File: src/rtl/skew_pair_pkg.sv
package skew_pair_pkg;

   typedef enum logic [2:0] {
      MD_SKEW = 3'd0,
      MD_INV  = 3'd1,
      MD_DIV2 = 3'd2,
      MD_DIV4 = 3'd3,
      MD_OFF  = 3'd4
   } pair_mode_e;

   localparam int SKEW_MAX = 7;
   localparam int SKEW_W   = 4;

   localparam logic [1:0] ENC_LO = 2'b00;
   localparam logic [1:0] ENC_HI = 2'b10;

   // three-level digit value; 01 and the undriven 11 both count as MID
   function automatic int digit_val(input logic [1:0] enc);
      if (enc == ENC_LO)      return 0;
      else if (enc == ENC_HI) return 2;
      else                    return 1;
   endfunction

endpackage

File: src/rtl/skew_sel_decode.sv
module skew_sel_decode
   import skew_pair_pkg::*;
(
   input  logic [1:0]               d2_i,
   input  logic [1:0]               d1_i,
   input  logic [1:0]               d0_i,
   output pair_mode_e               mode_o,
   output logic signed [SKEW_W-1:0] skew_o,
   output logic                     rsvd_o
);

   localparam int IDX_OFF  = 0;
   localparam int IDX_TLO  = 6;
   localparam int IDX_ZERO = 13;
   localparam int IDX_THI  = 20;
   localparam int IDX_INV  = 21;
   localparam int IDX_DIV2 = 22;
   localparam int IDX_DIV4 = 23;

   int code_idx;

   always_comb begin
      code_idx = 9 * digit_val(d2_i) + 3 * digit_val(d1_i) + digit_val(d0_i);
      mode_o   = MD_SKEW;
      skew_o   = '0;
      rsvd_o   = 1'b0;
      if (code_idx == IDX_OFF) begin
         mode_o = MD_OFF;
      end else if (code_idx >= IDX_TLO && code_idx <= IDX_THI) begin
         skew_o = SKEW_W'(code_idx - IDX_ZERO);
      end else if (code_idx == IDX_INV) begin
         mode_o = MD_INV;
      end else if (code_idx == IDX_DIV2) begin
         mode_o = MD_DIV2;
      end else if (code_idx == IDX_DIV4) begin
         mode_o = MD_DIV4;
      end else begin
         rsvd_o = 1'b1;
      end
   end

endmodule

File: src/rtl/skew_phase_gen.sv
module skew_phase_gen #(
   parameter int PH_W  = 4,
   parameter int DIV_W = 2
) (
   input  logic             clk,
   input  logic             rst,
   output logic [PH_W-1:0]  ph_o,
   output logic [DIV_W-1:0] div_o
);

   generate
      if (PH_W < 1) begin : g_bad_ph
         $error("skew_phase_gen: PH_W must be positive");
      end
      if (DIV_W < 1) begin : g_bad_div
         $error("skew_phase_gen: DIV_W must be positive");
      end
   endgenerate

   always_ff @(posedge clk) begin
      if (rst) begin
         ph_o  <= '0;
         div_o <= '0;
      end else begin
         ph_o <= ph_o + 1'b1;
         if (ph_o == '1) begin
            div_o <= div_o + 1'b1;
         end
      end
   end

endmodule

File: src/rtl/skew_ref_delay.sv
module skew_ref_delay #(
   parameter int DEPTH = 15,
   parameter int IDX_W = 4
) (
   input  logic             clk,
   input  logic             rst,
   input  logic             ref_i,
   input  logic [IDX_W-1:0] tap_i,
   output logic             tap_o
);

   generate
      if (DEPTH < 2) begin : g_bad_depth
         $error("skew_ref_delay: DEPTH must be at least 2");
      end
      if ((1 << IDX_W) < DEPTH) begin : g_bad_idx
         $error("skew_ref_delay: IDX_W too narrow for DEPTH");
      end
   endgenerate

   logic [DEPTH-1:0] hist_q;

   always_ff @(posedge clk) begin
      if (rst) hist_q <= '0;
      else     hist_q <= {hist_q[DEPTH-2:0], ref_i};
   end

   always_comb begin
      tap_o = 1'b0;
      for (int i = 0; i < DEPTH; i++) begin
         if (tap_i == IDX_W'(i)) tap_o = hist_q[i];
      end
   end

endmodule

File: src/rtl/skew_gate_ctrl.sv
module skew_gate_ctrl #(
   parameter int PAIR_W      = 2,
   parameter bit IGNORE_STOP = 1'b0
) (
   input  logic              clk,
   input  logic              rst,
   input  logic              lvl_i,
   input  logic              park_i,
   input  logic              stop_req_i,
   output logic              run_q,
   output logic [PAIR_W-1:0] out_q
);

   logic want_run;
   logic run_nxt;

   generate
      if (IGNORE_STOP) begin : g_fb
         assign want_run = 1'b1;
      end else begin : g_gated
         assign want_run = ~stop_req_i;
      end
   endgenerate

   // the run state may only change while the waveform sits at the parking level
   assign run_nxt = (lvl_i == park_i) ? want_run : run_q;

   always_ff @(posedge clk) begin
      if (rst) run_q <= 1'b0;
      else     run_q <= run_nxt;
   end

   generate
      for (genvar g = 0; g < PAIR_W; g++) begin : g_out
         always_ff @(posedge clk) begin
            if (rst) out_q[g] <= park_i;
            else     out_q[g] <= run_nxt ? lvl_i : park_i;
         end
      end
   endgenerate

endmodule

File: src/rtl/skew_clk_pair.sv
module skew_clk_pair
   import skew_pair_pkg::*;
#(
   parameter int PH_W          = 4,
   parameter int PAIR_W        = 2,
   parameter bit FEEDBACK_PAIR = 1'b0
) (
   input  logic              clk,
   input  logic              rst,
   input  logic              ref_i,
   input  logic [1:0]        code_d2,
   input  logic [1:0]        code_d1,
   input  logic [1:0]        code_d0,
   input  logic              stop_req,
   input  logic              rise_align,
   input  logic              bypass,
   output logic [PAIR_W-1:0] clk_o,
   output logic              rsvd_seen
);

   localparam int UNITS     = 1 << PH_W;
   localparam int DIV_W     = 2;
   localparam int DLY_DEPTH = 2 * SKEW_MAX + 1;
   localparam int TAP_W     = $clog2(DLY_DEPTH);
   localparam logic [PH_W-1:0] HALF_P = PH_W'(UNITS / 2);

   generate
      if (PH_W < 4) begin : g_bad_ph
         $error("skew_clk_pair: PH_W below 4 cannot hold +/-7 units");
      end
      if (PAIR_W < 1) begin : g_bad_pair
         $error("skew_clk_pair: PAIR_W must be positive");
      end
   endgenerate

   pair_mode_e               mode_w;
   logic signed [SKEW_W-1:0] skew_w;
   logic                     rsvd_w;
   logic [PH_W-1:0]          ph_w;
   logic [DIV_W-1:0]         div_w;
   logic [PH_W-1:0]          shifted_ph;
   logic [TAP_W-1:0]         tap_idx;
   logic                     ref_tap;
   logic                     raw_lvl;
   logic                     sel_lvl;
   logic                     park_lvl;
   logic                     run_q;

   skew_sel_decode dec_i (
      .d2_i   (code_d2),
      .d1_i   (code_d1),
      .d0_i   (code_d0),
      .mode_o (mode_w),
      .skew_o (skew_w),
      .rsvd_o (rsvd_w)
   );

   skew_phase_gen #(.PH_W(PH_W), .DIV_W(DIV_W)) phase_i (
      .clk   (clk),
      .rst   (rst),
      .ph_o  (ph_w),
      .div_o (div_w)
   );

   assign tap_idx = TAP_W'(int'(skew_w) + SKEW_MAX);

   skew_ref_delay #(.DEPTH(DLY_DEPTH), .IDX_W(TAP_W)) dly_i (
      .clk   (clk),
      .rst   (rst),
      .ref_i (ref_i),
      .tap_i (tap_idx),
      .tap_o (ref_tap)
   );

   assign shifted_ph = PH_W'(int'(ph_w) - int'(skew_w) + UNITS);
   assign park_lvl   = ~rise_align;

   always_comb begin
      unique case (mode_w)
         MD_SKEW: raw_lvl = bypass ? ref_tap  : (shifted_ph < HALF_P);
         MD_INV:  raw_lvl = bypass ? ~ref_tap : ~(ph_w < HALF_P);
         MD_DIV2: raw_lvl = bypass ? ref_tap  : ~div_w[0];
         MD_DIV4: raw_lvl = bypass ? ref_tap  : ~div_w[1];
         default: raw_lvl = 1'b0;
      endcase
   end

   assign sel_lvl = (mode_w == MD_OFF) ? park_lvl
                  : (rise_align ? raw_lvl : ~raw_lvl);

   skew_gate_ctrl #(.PAIR_W(PAIR_W), .IGNORE_STOP(FEEDBACK_PAIR)) gate_i (
      .clk        (clk),
      .rst        (rst),
      .lvl_i      (sel_lvl),
      .park_i     (park_lvl),
      .stop_req_i (stop_req),
      .run_q      (run_q),
      .out_q      (clk_o)
   );

   always_ff @(posedge clk) begin
      if (rst)         rsvd_seen <= 1'b0;
      else if (rsvd_w) rsvd_seen <= 1'b1;
   end

endmodule

File: config.mk
export PLATFORM = sky130hd
export DESIGN_NAME = skew_clk_pair
export DESIGN_NICKNAME = d
export VERILOG_FILES = /design/src/rtl/skew_pair_pkg.sv /design/src/rtl/skew_sel_decode.sv /design/src/rtl/skew_phase_gen.sv /design/src/rtl/skew_ref_delay.sv /design/src/rtl/skew_gate_ctrl.sv /design/src/rtl/skew_clk_pair.sv
export SDC_FILE = /design/constraint.sdc
export NUM_CORES = 1
export LEC_CHECK = 0
export CORE_ASPECT_RATIO = 1.75
export CORE_MARGIN = 3
export CORE_UTILIZATION = 61
export CTS_CLUSTER_DIAMETER = 30
export CTS_CLUSTER_SIZE = 20
export DETAILED_ROUTE_END_ITERATION = 10
export GPL_TIMING_DRIVEN = 0
export PLACE_DENSITY = 0.81
export SYNTH_ARGS = -nofsm -noshare
export SYNTH_HDL_FRONTEND = slang
export SYNTH_SLANG_ARGS = --single-unit
File: constraint.sdc
create_clock -name clk -period 9.85 [get_ports clk]
set_clock_uncertainty 0.05 [all_clocks]
set_input_delay 1.4775 -clock clk [delete_from_list [all_inputs] [get_ports clk]]
set_output_delay 1.4775 -clock clk [all_outputs]
set_load 0.02 [all_outputs]
==> key figures, run 1 <==
Power
  – Switching share of power: 0.337
  – Clock power share: 0.253
  – Sequential power share: 0.315
  – Worst VDD drop: 0.000159 V
  – Combinational Power Share: 0.432
  – Leakage: 0.000776 uW
  – Internal power: 220 uW
  – Power per cell area: 179 nW/um^2
  – NetSw: 112 uW

Yosys
  – Ys flop type: dfxtp_1
  – Synth Register Bits: 24
  – Avg Inst Size Synth: 8.81 um^2
  – Distinct cells, synth: 57
  – Sequential share of the synthesized area: 0.300
  – Area leader, netlist: dfxtp_1
  – Yosys Warn Count: 0
  – EDFF count, synth: 0
  – Synth area leaders: dfxtp_1 (30%), ha_1 (7.8%), nor2b_1 (7.0%), nor2_1 (4.7%), fa_1 (3.7%)
  – Syn Nets: 207
  – Post-synth ARST share: 0
  – Cell Area, Synth: 1600 um^2
  – Top-area cell type share of the netlist area: 0.300
  – Gate Count Post-Synth: 182

Critical path
  – Beginning of the critical path: code_d2[0]
  – Data arrival, critical path: 6.71 ns
  – CP Class: input pin to flip-flop
  – RR Endpoint: gate_i.out_q[0]
  – R2R setup slack: 7.54 ns
  – CP peak stage delay: 0.63 ns
  – Element type at the critical path end: flip-flop
  – Launching point of the worst reg2reg path: phase_i.ph_o[2]
  – Critical-path top delay cell: fa_1
  – WP data required: 10.00 ns
  – CP top delay family: adder cells
  – Worst setup path endpoint: gate_i.out_q[0]
  – Reg2reg path depth: 9
  – CP Cell Sequence: clkdlybuf4s50_1 -> nor2b_4 -> inv_4 -> fa_1 -> inv_1 -> ha_1 -> fa_1 -> and2_1 -> o21ai_0 -> or4_1 -> clkbuf_2 -> nand2_1 -> nand2_1 -> ha_1 -> o21a_1 -> o31a_1 -> a311oi_1 -> and2b_1 -> mux2i_1 -> a32o_1 -> o2111ai_2 -> xor2_1
  – Buf/Inv on CP: 4
  – Crit path depth: 22
  – Critical Path Fanout Max: 8
  – CP startpoint kind: input pin

Final layout
  – Share of cells above drive strength 1: 0.100
  – Area growth syn-to-layout: 15.2%
  – Post-layout nets: 226
  – Most common cell after layout, fill and taps aside: dfxtp_1
  – Commonest non-fill, non-tap cells in the layout: dfxtp_1 (24), nor2_1 (20), nor2b_1 (18), clkdlybuf4s50_1 (14)
  – # diodes: 0

Floorplanning
  – Height of the die: 73.8 um
  – Starting Density: 0.643
  – Ports: 15
  – DIE WIDTH: 44.8 um
  – # rows: 24
  – Die ar.: 3300 um^2
  – Core Area: 2490 um^2

Route
  – Routed Antenna Nets: 0
  – DR vias/cell: 6.30
  – Initial DRC Count: 34
  – Routed len/inst: 16.6 um
  – Total Wirelength: 3740 um
  – Residual DRC: 0
  – DR pass1 iterations: 5
  – Detailed-route via count: 1,423

CTS
  – Post-CTS setup buffer count: 0
  – Clock Latency Late Sink: 0.26 ns
  – H-tree depth: 1
  – Num CTS Buffers: 3
  – TritonCTS clock tree: yes
  – Clk slew on worst S/H paths: 0.08 ns
  – Hold-fix buffer count after cts: 0
  – Clk buf depth: 2
  – CTS Root Cell: clkbuf_8
  – CTS resizes: 0
  – CTS Sinks: 24

Global route
  – GRT Total Usage: 0.250
  – Pin count of the biggest net entering global routing: 15
  – Overflow after GRT: 0
  – Initial antenna violation count: 0
  – Vias in the first global route: 1,470
  – First-pass GRT wire length: 6180 um

STA
  – Slew Limit Headroom: 0.467
  – Max Transition Viols Final: 0
  – Final WS setup: 3.29 ns
  – Setup Viol. Count Final: 0
  – Post-route worst hold slack: 0.418 ns
  – Transition time of the tightest slew-check pin: 0.787 ns
  – Final TNS setup: 0 ns
  – Setup repair after global routing missed its margin: no
  – Final worst path period need: 6.56 ns
  – Final Hold Viols: 0
  – Period utilization: 0.666
  – Max Clk Rate: 152 MHz

Placement
  – Post-DP HPWL: 2930 um
  – GPL Wtd Cong: 0.920
  – IO buf count: 14
  – Pre-CTS setup slack: 3.06 ns

Outcome
  – Status: completed

Worst hold path
  – Min-delay src: dly_i.hist_q[10]
  – Hold Path Class: flip-flop to flip-flop

Flow run
  – Max Cap Violations: 0
-- through the flow --
| stage | utilization | cells | area (um^2) | power (uW) |
|---|---|---|---|---|
| global placement | 0.712 | 222 | 1780 | 241 |
| detailed placement | 0.712 | 222 | 1780 | 247 |
| global route | 0.741 | 226 | 1850 | 351 |
| CTS | 0.741 | 226 | 1850 | 331 |
| finish | 0.741 | 226 | 1850 | 331 |
| floorplan | - | 182 | 1600 | 213 |
-- worst min path at each step --
| stage | endpoint | cells after the start | slack [ns] |
|---|---|---|---|
| after floorplan | phase_i.ph_o[0] | 1 | 0.38 |
| after global placement | dly_i.hist_q[11] | 1 | 0.39 |
| after detailed placement | dly_i.hist_q[3] | 1 | 0.40 |
| after CTS | dly_i.hist_q[3] | 1 | 0.42 |
| after global routing | dly_i.hist_q[11] | 1 | 0.43 |
| final | dly_i.hist_q[11] | 1 | 0.42 |
-- layer usage --
| metal | wire length [um] | GRT usage | vias up |
|---|---|---|---|
| met2 | 2090 | 0.461 | 44 |
| met3 | 103 | 0.0221 | 18 |
| met4 | 181 | 0.174 | 0 |
| met5 | 0 | 0 | - |
| met1 | 1370 | 0.248 | 676 |
| li1 | - | - | 685 |
-- Yosys cell counts, types with 2 or more instances --
master,instances
o31a_1,2
mux2i_1,6
nor2_1,20
dfxtp_1,24
a22oi_1,3
fa_1,3
inv_1,10
o21a_1,2
xor2_1,5
clkbuf_1,5
a21o_2,2
o21ai_0,4
xnor2_1,2
o311ai_0,2
a31oi_1,2
a311oi_1,2
nand4_1,2
ha_1,10
nor2b_1,18
a21oi_1,6
a2111oi_0,2
nand2_1,9
nand3_1,4
nor3_1,2
nand2b_1,3
-- final cells by class --
class | instances | area, um^2
tap | 26 | 32.5
multi-input combinational | 139 | 1040
timing repair buffer | 14 | 140
clock buffer | 3 | 41.3
buffer | 8 | 35.0
inverter | 11 | 43.8
sequential | 24 | 480
fill | 187 | 646
clock inverter | 1 | 30.0
-- power groups by stage --
stage                     Clock [uW]  Sequential [uW]  Combinational [uW]
final                           83.7              104                 143
after global routing            89.0              105                 157
after CTS                       85.0              104                 142
after detailed placement           0              107                 141
after global placement             0              106                 135
after floorplan                    0              108                 105
-- logic make-up (layout without fill, tap and decap cells) --
group,Yosys count,in the layout,synth area share
compound gates,41,41,0.211
xor+xnor,7,7,0.0383
fa+ha+maj,13,13,0.116
buf+inv,19,37,0.0492
flops,24,24,0.300
mux,7,7,0.0445
other cells,1,1,0.00234
simple gates,70,70,0.240
-- registers in the layout (all words and copies together), names as in the netlist --
register and flops:
dly_i.hist_q 15, gate_i.out_q 1, gate_i.run_q 1, phase_i.div_o 2, phase_i.ph_o 4, rsvd_seen 1
(Power assumes the default switching activity.)
==> run 2, diff against run 1 <==
Settings changed: CORE_UTILIZATION 61 to 57, PLACE_DENSITY 0.81 to 0.76.
Clock period 9.85 ns to 6.7 ns, I/O delays scaled along.
==> run 2 against run 1 <==
Effect of this change: non-clock buffer count unchanged; final cell count unchanged; final area decreased by 0.88%; largest cell class unchanged; first-iteration DRC count increased by 2.9%; combinational power increased by 46%; global-route usage decreased by 2.2 points.
==> key figures, run 2 (synthesis gave the netlist of run 1 again) <==
Placement
  – GPL Wtd Cong: 0.819 (-11%)
  – Post-DP HPWL: 2860 um (-2.6%)
  – IO buf count: 14 (unchanged)

Power
  – Worst VDD drop: 0.000263 V (+66%)
  – Power per cell area: 250 nW/um^2 (+39%)
  – Leakage: 0.000769 uW (-0.89%)

Route
  – DR vias/cell: 6.19 (-1.6%)
  – Detailed-route via count: 1,400 (-1.6%)
  – Routed Antenna Nets: 0 (unchanged)
  – Residual DRC: 0 (unchanged)
  – Routed len/inst: 15.9 um (-4.1%)
  – DR pass1 iterations: 4 (-1)
  – Total Wirelength: 3590 um (-4.1%)
  – Initial DRC Count: 35 (+2.9%)

Final layout
  – Share of cells above drive strength 1: 0.100 (unchanged)
  – FF+latch area: 480 um^2 (unchanged)
  – Post-layout nets: 226 (unchanged)
  – Footprint of the multi-input gates: 1040 um^2 (unchanged)
  – # diodes: 0 (unchanged)
  – Top Registers: dly_i.hist_q: 15 flops, phase_i.ph_o: 4 flops, phase_i.div_o: 2 flops
  – Area growth syn-to-layout: 14.2%
  – Max reg flops: 15 (unchanged)
  – Commonest non-fill, non-tap cells in the layout: dfxtp_1 (24), nor2_1 (20), nor2b_1 (18), clkdlybuf4s50_1 (14)
  – Most common cell after layout, fill and taps aside: dfxtp_1
  – Filler cells: 219 (+17%)
  – Largest register by flop count: dly_i.hist_q

CTS
  – H-tree depth: 1 (unchanged)
  – Post-CTS setup buffer count: 0 (unchanged)
  – CTS Root Cell: clkbuf_8
  – Clk buf depth: 2 (unchanged)
  – Hold-fix buffer count after cts: 0 (unchanged)
  – Clock Latency Late Sink: 0.26 ns (about the same)
  – Num CTS Buffers: 3 (unchanged)
  – CTS resizes: 0 (unchanged)
  – Clk slew on worst S/H paths: 0.08 ns (about the same)
  – CTS Sinks: 24 (unchanged)
  – TritonCTS clock tree: yes

Floorplanning
  – Core Area: 2580 um^2 (+3.6%)
  – Starting Density: 0.621 (-0.0224)
  – Height of the die: 76.1 um (+3.2%)
  – # rows: 24 (unchanged)
  – Die ar.: 3510 um^2 (+6.2%)
  – DIE WIDTH: 46.1 um (+3.0%)
  – Ports: 15 (unchanged)

Critical path
  – CP startpoint kind: input pin
  – CP Class: input pin to flip-flop
  – WP data required: 6.85 ns (-3.15 ns)
  – Critical Path Fanout Max: 8 (unchanged)
  – Data arrival, critical path: 6.15 ns (-0.56 ns)
  – Element type at the critical path end: flip-flop

STA
  – Setup Viol. Count Final: 0 (unchanged)
  – Max Clk Rate: 167 MHz
  – Slew Limit Headroom: 0.466 (-0.000691)
  – Period utilization: 0.896
  – Final Hold Viols: 0 (unchanged)
  – Post-route worst hold slack: 0.419 ns (+0.00152 ns)
  – Final TNS setup: 0 ns (unchanged)
  – Final worst path period need: 6.00 ns
  – Max Transition Viols Final: 0 (unchanged)
  – Setup repair after global routing missed its margin: no
  – Transition time of the tightest slew-check pin: 0.788 ns (+0.00102 ns)

Global route
  – GRT Total Usage: 0.229 (-0.0215)
  – Grt met3 use: 0.0236 (+0.00158)
  – Overflow after GRT: 0 (unchanged)
  – Layer with the highest usage: met2
  – Vias in the first global route: 1,410 (-4.1%)
  – First-pass GRT wire length: 6050 um (-2.0%)
  – Met2 usage: 0.423 (-0.0381)
  – Initial antenna violation count: 0 (unchanged)
  – Pin count of the biggest net entering global routing: 14 (-1)
  – Met1 usage: 0.228 (-0.0194)

Flow run
  – Max Cap Violations: 0 (unchanged)

Worst hold path
  – Hold Path Class: flip-flop to flip-flop

Outcome
  – Status: completed
[run 2: cell count changes in the layout (fill, tap and decap cells not counted)]
cell / delta
bufinv_16: -1
clkbuf_8: +1
[run 2: final cells by class]
| cell class | instances | share of cell area |
|---|---|---|
| buffer | 8 | 0.0191 |
| inverter | 11 | 0.0239 |
| tap | 26 | 0.0178 |
| sequential | 24 | 0.262 |
| clock buffer | 4 | 0.0301 |
| multi-input combinational | 139 | 0.570 |
| timing repair buffer | 14 | 0.0766 |
[run 2: power by group]
part | internal (uW) | switching (uW)
Clock | 52.4 | 42.0
Sequential | 149 | 3.96
Combinational | 93.8 | 116
Total | 295 | 161
[run 2: path summary, 6_finish.rpt]
path,to,startpoint,slack [ns],cells after the start
setup / recovery,gate_i.out_q[0],code_d2[1],0.70,22
hold / removal,dly_i.hist_q[5],dly_i.hist_q[4],0.42,1
setup reg to reg,gate_i.out_q[0],phase_i.ph_o[1],4.48,9
hold reg to reg,dly_i.hist_q[5],dly_i.hist_q[4],0.42,1
[run 2: worst max-delay path, stage by stage]
cell and delay (ns):
clkdlybuf4s50_1 0.49, nor2b_4 0.23, inv_4 0.08, fa_1 0.51, inv_1 0.05, ha_1 0.22
fa_1 0.64, and2_1 0.23, o21ai_0 0.10, or4_1 0.47, clkbuf_2 0.17, nand2_1 0.10
nand2_1 0.07, ha_1 0.29, o21a_1 0.18, o31a_1 0.10, a311oi_1 0.30, and2b_1 0.17
mux2i_1 0.06, a32o_1 0.24, o2111ai_2 0.26, xor2_1 0.17
[run 2: layer usage]
metal / vias up / routed length [um]
met2: 44 / 2080
met3: 14 / 135
met4: 0 / 109
met5: - / 0
li1: 685 / -
met1: 657 / 1270
[run 2: stage by stage]
step | std cells | total power, uW | instance area [um^2] | setup slack [ns] | util
floorplan | 182 | 312 | 1600 | 1.42 | -
global placement | 222 | 355 | 1780 | 0.498 | 0.688
CTS | 226 | 460 | 1830 | 0.663 | 0.709
global route | 226 | 489 | 1830 | 0.349 | 0.709
detailed placement | 222 | 363 | 1780 | 0.420 | 0.688
finish | 226 | 457 | 1830 | 0.697 | 0.709
==> run 3, diff against run 2 <==
Settings changed: ABC_CLOCK_PERIOD_IN_PS set to 6700.
==> results of run 3 <==
Same layout as run 2: the final DEF is identical, and so are final timing and power.
